--- src/rtl/iq_mix_pkg.sv ---
package iq_mix_pkg;

    localparam int SAMPLE_W   = 16;
    localparam int GAIN_FRAC  = 5;
    localparam int GAIN_W     = 8;

    typedef enum logic [1:0] {
        GAIN_A = 2'b00,
        GAIN_B = 2'b01,
        GAIN_C = 2'b10,
        GAIN_D = 2'b11
    } gain_sel_e;

    typedef struct packed {
        logic      vld;
        gain_sel_e gsel;
    } lane_ctl_t;

    // Gain factor in Q2.5, unsigned
    function automatic logic [GAIN_W-1:0] gain_q5(input gain_sel_e s);
        logic [GAIN_W-1:0] g;
        case (s)
            GAIN_A:  g = 8'd45;
            GAIN_B:  g = 8'd64;
            GAIN_C:  g = 8'd51;
            default: g = 8'd45;
        endcase
        return g;
    endfunction

endpackage

--- src/rtl/iq_mix_prod.sv ---
module iq_mix_prod
    import iq_mix_pkg::*;
#(
    parameter int DW  = SAMPLE_W,
    localparam int XW = DW + 1,
    localparam int PW = 2 * XW
) (
    input  logic                 clk,
    input  logic                 rst,
    input  lane_ctl_t            ctl_in,
    input  logic signed [DW-1:0] smp_i,
    input  logic signed [DW-1:0] smp_q,
    input  logic signed [DW-1:0] car_c,
    input  logic signed [DW-1:0] car_s,
    input  logic                 rev,
    output lane_ctl_t            ctl_out,
    output logic signed [PW-1:0] prod_i,
    output logic signed [PW-1:0] prod_q
);

    logic signed [XW-1:0] i_x, q_x, c_x, s_x, s_sel;

    always_comb begin
        i_x   = {smp_i[DW-1], smp_i};
        q_x   = {smp_q[DW-1], smp_q};
        c_x   = {car_c[DW-1], car_c};
        s_x   = {car_s[DW-1], car_s};
        // one extra bit keeps the negation of the most negative value exact
        s_sel = rev ? -s_x : s_x;
    end

    always_ff @(posedge clk) begin
        if (rst) begin
            ctl_out <= '{vld: 1'b0, gsel: GAIN_A};
            prod_i  <= '0;
            prod_q  <= '0;
        end else begin
            ctl_out <= ctl_in;
            prod_i  <= PW'(i_x) * PW'(c_x);
            prod_q  <= PW'(q_x) * PW'(s_sel);
        end
    end

    a_r10_prod_clear: assert property (@(posedge clk) rst |=> !ctl_out.vld)
        else $error("a_r10_prod_clear");

endmodule

--- src/rtl/iq_mix_half.sv ---
module iq_mix_half
    import iq_mix_pkg::*;
#(
    parameter int DW  = SAMPLE_W,
    localparam int PW = 2 * (DW + 1),
    localparam int SW = PW + 1,
    localparam int HW = DW + 2
) (
    input  logic                 clk,
    input  logic                 rst,
    input  lane_ctl_t            ctl_in,
    input  logic signed [PW-1:0] prod_i,
    input  logic signed [PW-1:0] prod_q,
    output lane_ctl_t            ctl_out,
    output logic signed [HW-1:0] half
);

    logic signed [SW-1:0] sum_w;

    always_comb begin
        sum_w = SW'(prod_i) + SW'(prod_q);
    end

    always_ff @(posedge clk) begin
        if (rst) begin
            ctl_out <= '{vld: 1'b0, gsel: GAIN_A};
            half    <= '0;
        end else begin
            ctl_out <= ctl_in;
            // dropping DW low bits rescales and halves, flooring
            half    <= sum_w[DW +: HW];
        end
    end

endmodule

--- src/rtl/iq_mix_gain.sv ---
module iq_mix_gain
    import iq_mix_pkg::*;
#(
    parameter int DW  = SAMPLE_W,
    localparam int HW = DW + 2,
    localparam int MW = HW + GAIN_W,
    localparam int FW = MW - GAIN_FRAC
) (
    input  logic                 clk,
    input  logic                 rst,
    input  lane_ctl_t            ctl_in,
    input  logic signed [HW-1:0] half,
    output logic                 vld_out,
    output logic signed [DW-1:0] y
);

    localparam logic signed [FW-1:0] YMAX = FW'((2 ** (DW - 1)) - 1);
    localparam logic signed [FW-1:0] YMIN = -FW'(2 ** (DW - 1));

    logic signed [MW-1:0] h_x, g_x, scaled;
    logic signed [FW-1:0] floored;
    logic signed [DW-1:0] clamped;

    always_comb begin
        h_x     = MW'(half);
        g_x     = MW'($signed({1'b0, gain_q5(ctl_in.gsel)}));
        scaled  = h_x * g_x;
        floored = scaled[MW-1:GAIN_FRAC];
        if (floored > YMAX)
            clamped = YMAX[DW-1:0];
        else if (floored < YMIN)
            clamped = YMIN[DW-1:0];
        else
            clamped = floored[DW-1:0];
    end

    always_ff @(posedge clk) begin
        if (rst) begin
            vld_out <= 1'b0;
            y       <= '0;
        end else begin
            vld_out <= ctl_in.vld;
            y       <= clamped;
        end
    end

    a_r7_sign_pos: assert property (@(posedge clk) disable iff (rst)
        (ctl_in.vld && !half[HW-1]) |=> !y[DW-1])
        else $error("a_r7_sign_pos");

    a_r7_sign_neg: assert property (@(posedge clk) disable iff (rst)
        (ctl_in.vld && half[HW-1]) |=> y[DW-1])
        else $error("a_r7_sign_neg");

endmodule

--- src/rtl/iq_gain_mixer.sv ---
module iq_gain_mixer
    import iq_mix_pkg::*;
#(
    parameter int DW  = SAMPLE_W,
    localparam int PW = 2 * (DW + 1),
    localparam int HW = DW + 2
) (
    input  logic                 clk,
    input  logic                 rst,
    input  logic                 in_valid,
    input  logic signed [DW-1:0] in_i,
    input  logic signed [DW-1:0] in_q,
    input  logic signed [DW-1:0] carrier_cos,
    input  logic signed [DW-1:0] carrier_sin,
    input  logic [1:0]           gain_sel,
    input  logic                 spec_rev,
    output logic                 out_valid,
    output logic signed [DW-1:0] out_sample
);

    lane_ctl_t            ctl0, ctl1, ctl2;
    logic signed [PW-1:0] p_i, p_q;
    logic signed [HW-1:0] h;

    always_comb begin
        ctl0.vld  = in_valid;
        ctl0.gsel = gain_sel_e'(gain_sel);
    end

    iq_mix_prod #(.DW(DW)) u_prod (
        .clk(clk), .rst(rst), .ctl_in(ctl0),
        .smp_i(in_i), .smp_q(in_q), .car_c(carrier_cos), .car_s(carrier_sin),
        .rev(spec_rev), .ctl_out(ctl1), .prod_i(p_i), .prod_q(p_q)
    );

    iq_mix_half #(.DW(DW)) u_half (
        .clk(clk), .rst(rst), .ctl_in(ctl1),
        .prod_i(p_i), .prod_q(p_q), .ctl_out(ctl2), .half(h)
    );

    iq_mix_gain #(.DW(DW)) u_gain (
        .clk(clk), .rst(rst), .ctl_in(ctl2), .half(h),
        .vld_out(out_valid), .y(out_sample)
    );

    // cycles since reset, saturating at the pipeline depth
    logic [1:0] since_rst;
    always_ff @(posedge clk) begin
        if (rst)
            since_rst <= '0;
        else if (since_rst != 2'd3)
            since_rst <= since_rst + 2'd1;
    end

    a_r9_latency: assert property (@(posedge clk) disable iff (rst)
        (since_rst == 2'd3) |-> (out_valid == $past(in_valid, 3)))
        else $error("a_r9_latency");

    a_r1_zero_in: assert property (@(posedge clk) disable iff (rst)
        (in_valid && in_i == '0 && in_q == '0) |=> ##2 (out_sample == '0))
        else $error("a_r1_zero_in");

endmodule

--- config.mk ---
export PLATFORM = sky130hd
export DESIGN_NAME = iq_gain_mixer
export DESIGN_NICKNAME = d
export VERILOG_FILES = /design/src/rtl/iq_mix_pkg.sv /design/src/rtl/iq_mix_prod.sv /design/src/rtl/iq_mix_half.sv /design/src/rtl/iq_mix_gain.sv /design/src/rtl/iq_gain_mixer.sv
export SDC_FILE = /design/constraint.sdc
export NUM_CORES = 2
export LEC_CHECK = 0
export ABC_AREA = 1
export CORE_AREA = 2 2 270 272
export DETAILED_ROUTE_END_ITERATION = 10
export DIE_AREA = 0 0 272 274
export SYNTH_ARGS = -nofsm -noshare
export SYNTH_HDL_FRONTEND = slang
export SYNTH_HIERARCHICAL = 1
export SYNTH_SLANG_ARGS = --single-unit
export TNS_END_PERCENT = 20
--- constraint.sdc ---
create_clock -name clk -period 11 [get_ports clk]
set_input_delay 3.3 -clock clk [delete_from_list [all_inputs] [get_ports clk]]
set_output_delay 3.3 -clock clk [all_outputs]
set_load 0.01 [all_outputs]
==> flow_summary_export.csv <==
group,metric,value,unit
synth,synth-edff-count,0,
sta,setup-tns-final,0,ns
finish,drive_gt1_frac,0.0356,
synth,synthArstFlopShare,0,
synth,avgSynthCellArea,7.30,µm²
synth,yosysMostFrequentCell,"inv_1",
cts,htree_levels,3,
floorplanning,die_w,272,µm
floorplanning,die-area,74500,µm²
worst_setup_path,endpoint_kind,"flop",
worst_setup_path,startpoint_type,"input pin",
finish,fillCellCount,7420,
worst_setup_path,critical_path_class,"input pin to flop",
cts,hold_buffers,0,
routing,wl_per_cell,15.2,µm
cts,cts_tree,"yes",
worst_setup_path,crit_arrival,10.34,ns
routing,dr.pass1.iters,5,
sta,timing.slew.headroom,0.412,
synth,ys.flop_type,"dfxtp_1",
routing,wl,81600,µm
sta,period_minus_slack,10.06,ns
routing,num_vias,25900,
cts,cts_sinks,106,
floorplanning,start_util,0.445,
sta,grt_setup_unrepaired,"false",
floorplanning,ios,87,
synth,syn_area,32000,µm²
sta,min_period_over_period,0.914,
routing,postRouteAntennaNets,0,
sta,worst_pin_slew,0.881,ns
synth,syn_nets,5333,
routing,drcViolationCount,0,
sta,fmax,99.4,MHz
global_route,grt_usage,0.231,
synth,synthCells,4382,
synth,ys_types,46,
finish,antenna_cells,0,
worst_hold_path,hp-start,"u_half/ctl_out[2]",
cts,clkTransAtPathRegs,0.08,ns
synth,synth_largest_area_cell,"fa_1",
worst_hold_path,worstHoldPathType,"flop to flop",
place,gp_congestion,0.940,
floorplanning,die_h,274,µm
cts,post_cts_buffers,0,
sta,hold_viol,0,
cts,clk_latency,0.38,ns
finish,layout.nets,5351,
worst_setup_path,cp.required,11.28,ns
global_route,antenna_found_initial,0,
sta,final_max_slew_viol_count,0,
synth,ys_seq_area_frac,0.0663,
run_status,status,"finished clean",
synth,synth_top_area_frac,0.392,
sta,fin_skew,0.0148,ns
global_route,grt_pass1_vias,26800,
cts,cts_root_buf,"clkbuf_16",
worst_setup_path,crit_start,"carrier_sin[0]",
floorplanning,fp.coreArea,72000,µm²
sta,finalSetupViolCount,0,
place,dp_hpwl,71000,µm
cts,ctsResizeCount,0,
floorplanning,floorplan.rows,99,
finish,synthToLayoutAreaGrowth,6.46,%
synth,yosys_warnings,6,
worst_setup_path,r2r_start,"u_half/ctl_out[0]",
routing,drt_iter0_markers,1584,
synth,synth_seq_cells,106,
global_route,grt_overflow_total,0,
job,maxCapViolations,0,
routing,via_per_inst,4.82,
synth,netlist_top_cells_area,"fa_1 (39%), inv_1 (14%), nand2_1 (13%), ha_1 (9.9%), dfxtp_1 (6.6%)",
cts,cts_buffer_depth,2,
global_route,grt_pass1_wl,137000,µm
synth,synth_common_cells,"inv_1 (1234), nand2_1 (1115), fa_1 (627)",
cts,cts_buffers,9,
place,portBuffers,86,
worst_setup_path,crit_path_max_fanout,15,
global_route,grt_max_degree,44,
==> placed cells by master (no fill, tap or decap), types with 8 or more instances in the layout <==
cell,count
nor3_1,22
o21bai_1,17
nor2_2,8
nand2_2,45
and2_1,9
nand3_1,98
buf_4,21
xor2_1,18
o21a_1,14
clkbuf_16,9
fa_1,627
o21ai_0,55
nand2_1,1115
or2_2,17
nand2_4,11
ha_1,254
inv_1,1234
a21oi_1,164
dfxtp_1,106
nor2_1,371
clkdlybuf4s50_1,85
a21oi_2,10
xnor2_1,13
nand3_2,8
nand4_1,18
==> cell type report <==
type	count	area [µm²]	area share
Tap cell	959	1200	0.0352
Inverter	1243	4670	0.137
Multi-Input combinational cell	2933	24800	0.727
Clock buffer	9	225	0.00661
Clock inverter	7	82.6	0.00242
Sequential cell	106	2120	0.0623
Timing Repair Buffer	107	1010	0.0298
==> final timing paths <==
path	depth (start not counted)	to	slack, ns
max reg2reg	22	u_gain/y[12]	5.26
max	28	u_prod/prod_q[31]	0.94
min	2	u_gain/vld_out	0.41
min reg2reg	2	u_gain/vld_out	0.41
==> metrics by stage <==
step | hold WS, ns | std cells | instance area (µm²) | utilization | worst slack [ns]
final | 0.410 | 5364 | 34100 | 0.473 | 0.941
after global routing | 0.423 | 5364 | 34100 | 0.473 | 0.437
after CTS | 0.409 | 5364 | 34100 | 0.473 | 0.984
after detailed placement | 0.399 | 5348 | 33800 | 0.469 | 0.589
after global placement | 0.394 | 5348 | 33800 | 0.469 | 0.621
after floorplan | 0.388 | 4382 | 32000 | - | 1.82
==> flip-flops by register name (all words and copies together), names as in the netlist <==
signal,cells
u_prod/prod_q,33
u_prod/prod_i,32
u_half/half,18
u_gain/y,16
u_half/ctl_out,3
u_prod/ctl_out,3
u_gain/vld_out,1
==> cells by family (layout without fill, tap and decap cells) <==
logic type / count (synthesis) / after routing / synth area share
AO/OA/AOI/OAI: 273 / 273 / 0.0471
XOR/XNOR: 35 / 35 / 0.0105
adder cells (fa/ha/maj): 881 / 881 / 0.492
buffers and inverters: 1343 / 1366 / 0.160
flip-flops: 106 / 106 / 0.0663
AND/OR/NAND/NOR: 1744 / 1744 / 0.224
==> critical path, stage by stage <==
cell and delay (ns):
clkdlybuf4s50_1 0.50, inv_1 0.14, ha_1 0.21, nand3_2 0.13
nor2_4 0.15, nand2_2 0.08, nor2_2 0.12, nand2_2 0.08
o21ai_2 0.15, nand2_2 0.31, nand2_1 0.23, fa_1 0.58
fa_1 0.51, inv_1 0.33, fa_1 0.52, fa_1 0.50
fa_1 0.49, inv_1 0.05, fa_1 0.47, inv_1 0.04
ha_1 0.40, nand2_1 0.13, nor2_1 0.18, nand2_1 0.13
nor4_1 0.25, nand2_1 0.12, a21oi_1 0.18, nor2_1 0.06
==> metal layers <==
| metal | share of wire | up-vias | GRT usage |
|---|---|---|---|
| met3 | 0.041 | 94 | 0.0187 |
| met4 | 0.019 | 0 | 0.0519 |
| li1 | - | 12600 | - |
| met5 | 0 | - | 0 |
| met2 | 0.48 | 574 | 0.397 |
| met1 | 0.45 | 12600 | 0.317 |
Power is not shown: default switching activity piles up to over one toggle a cycle in this logic, so the estimate is an artifact.
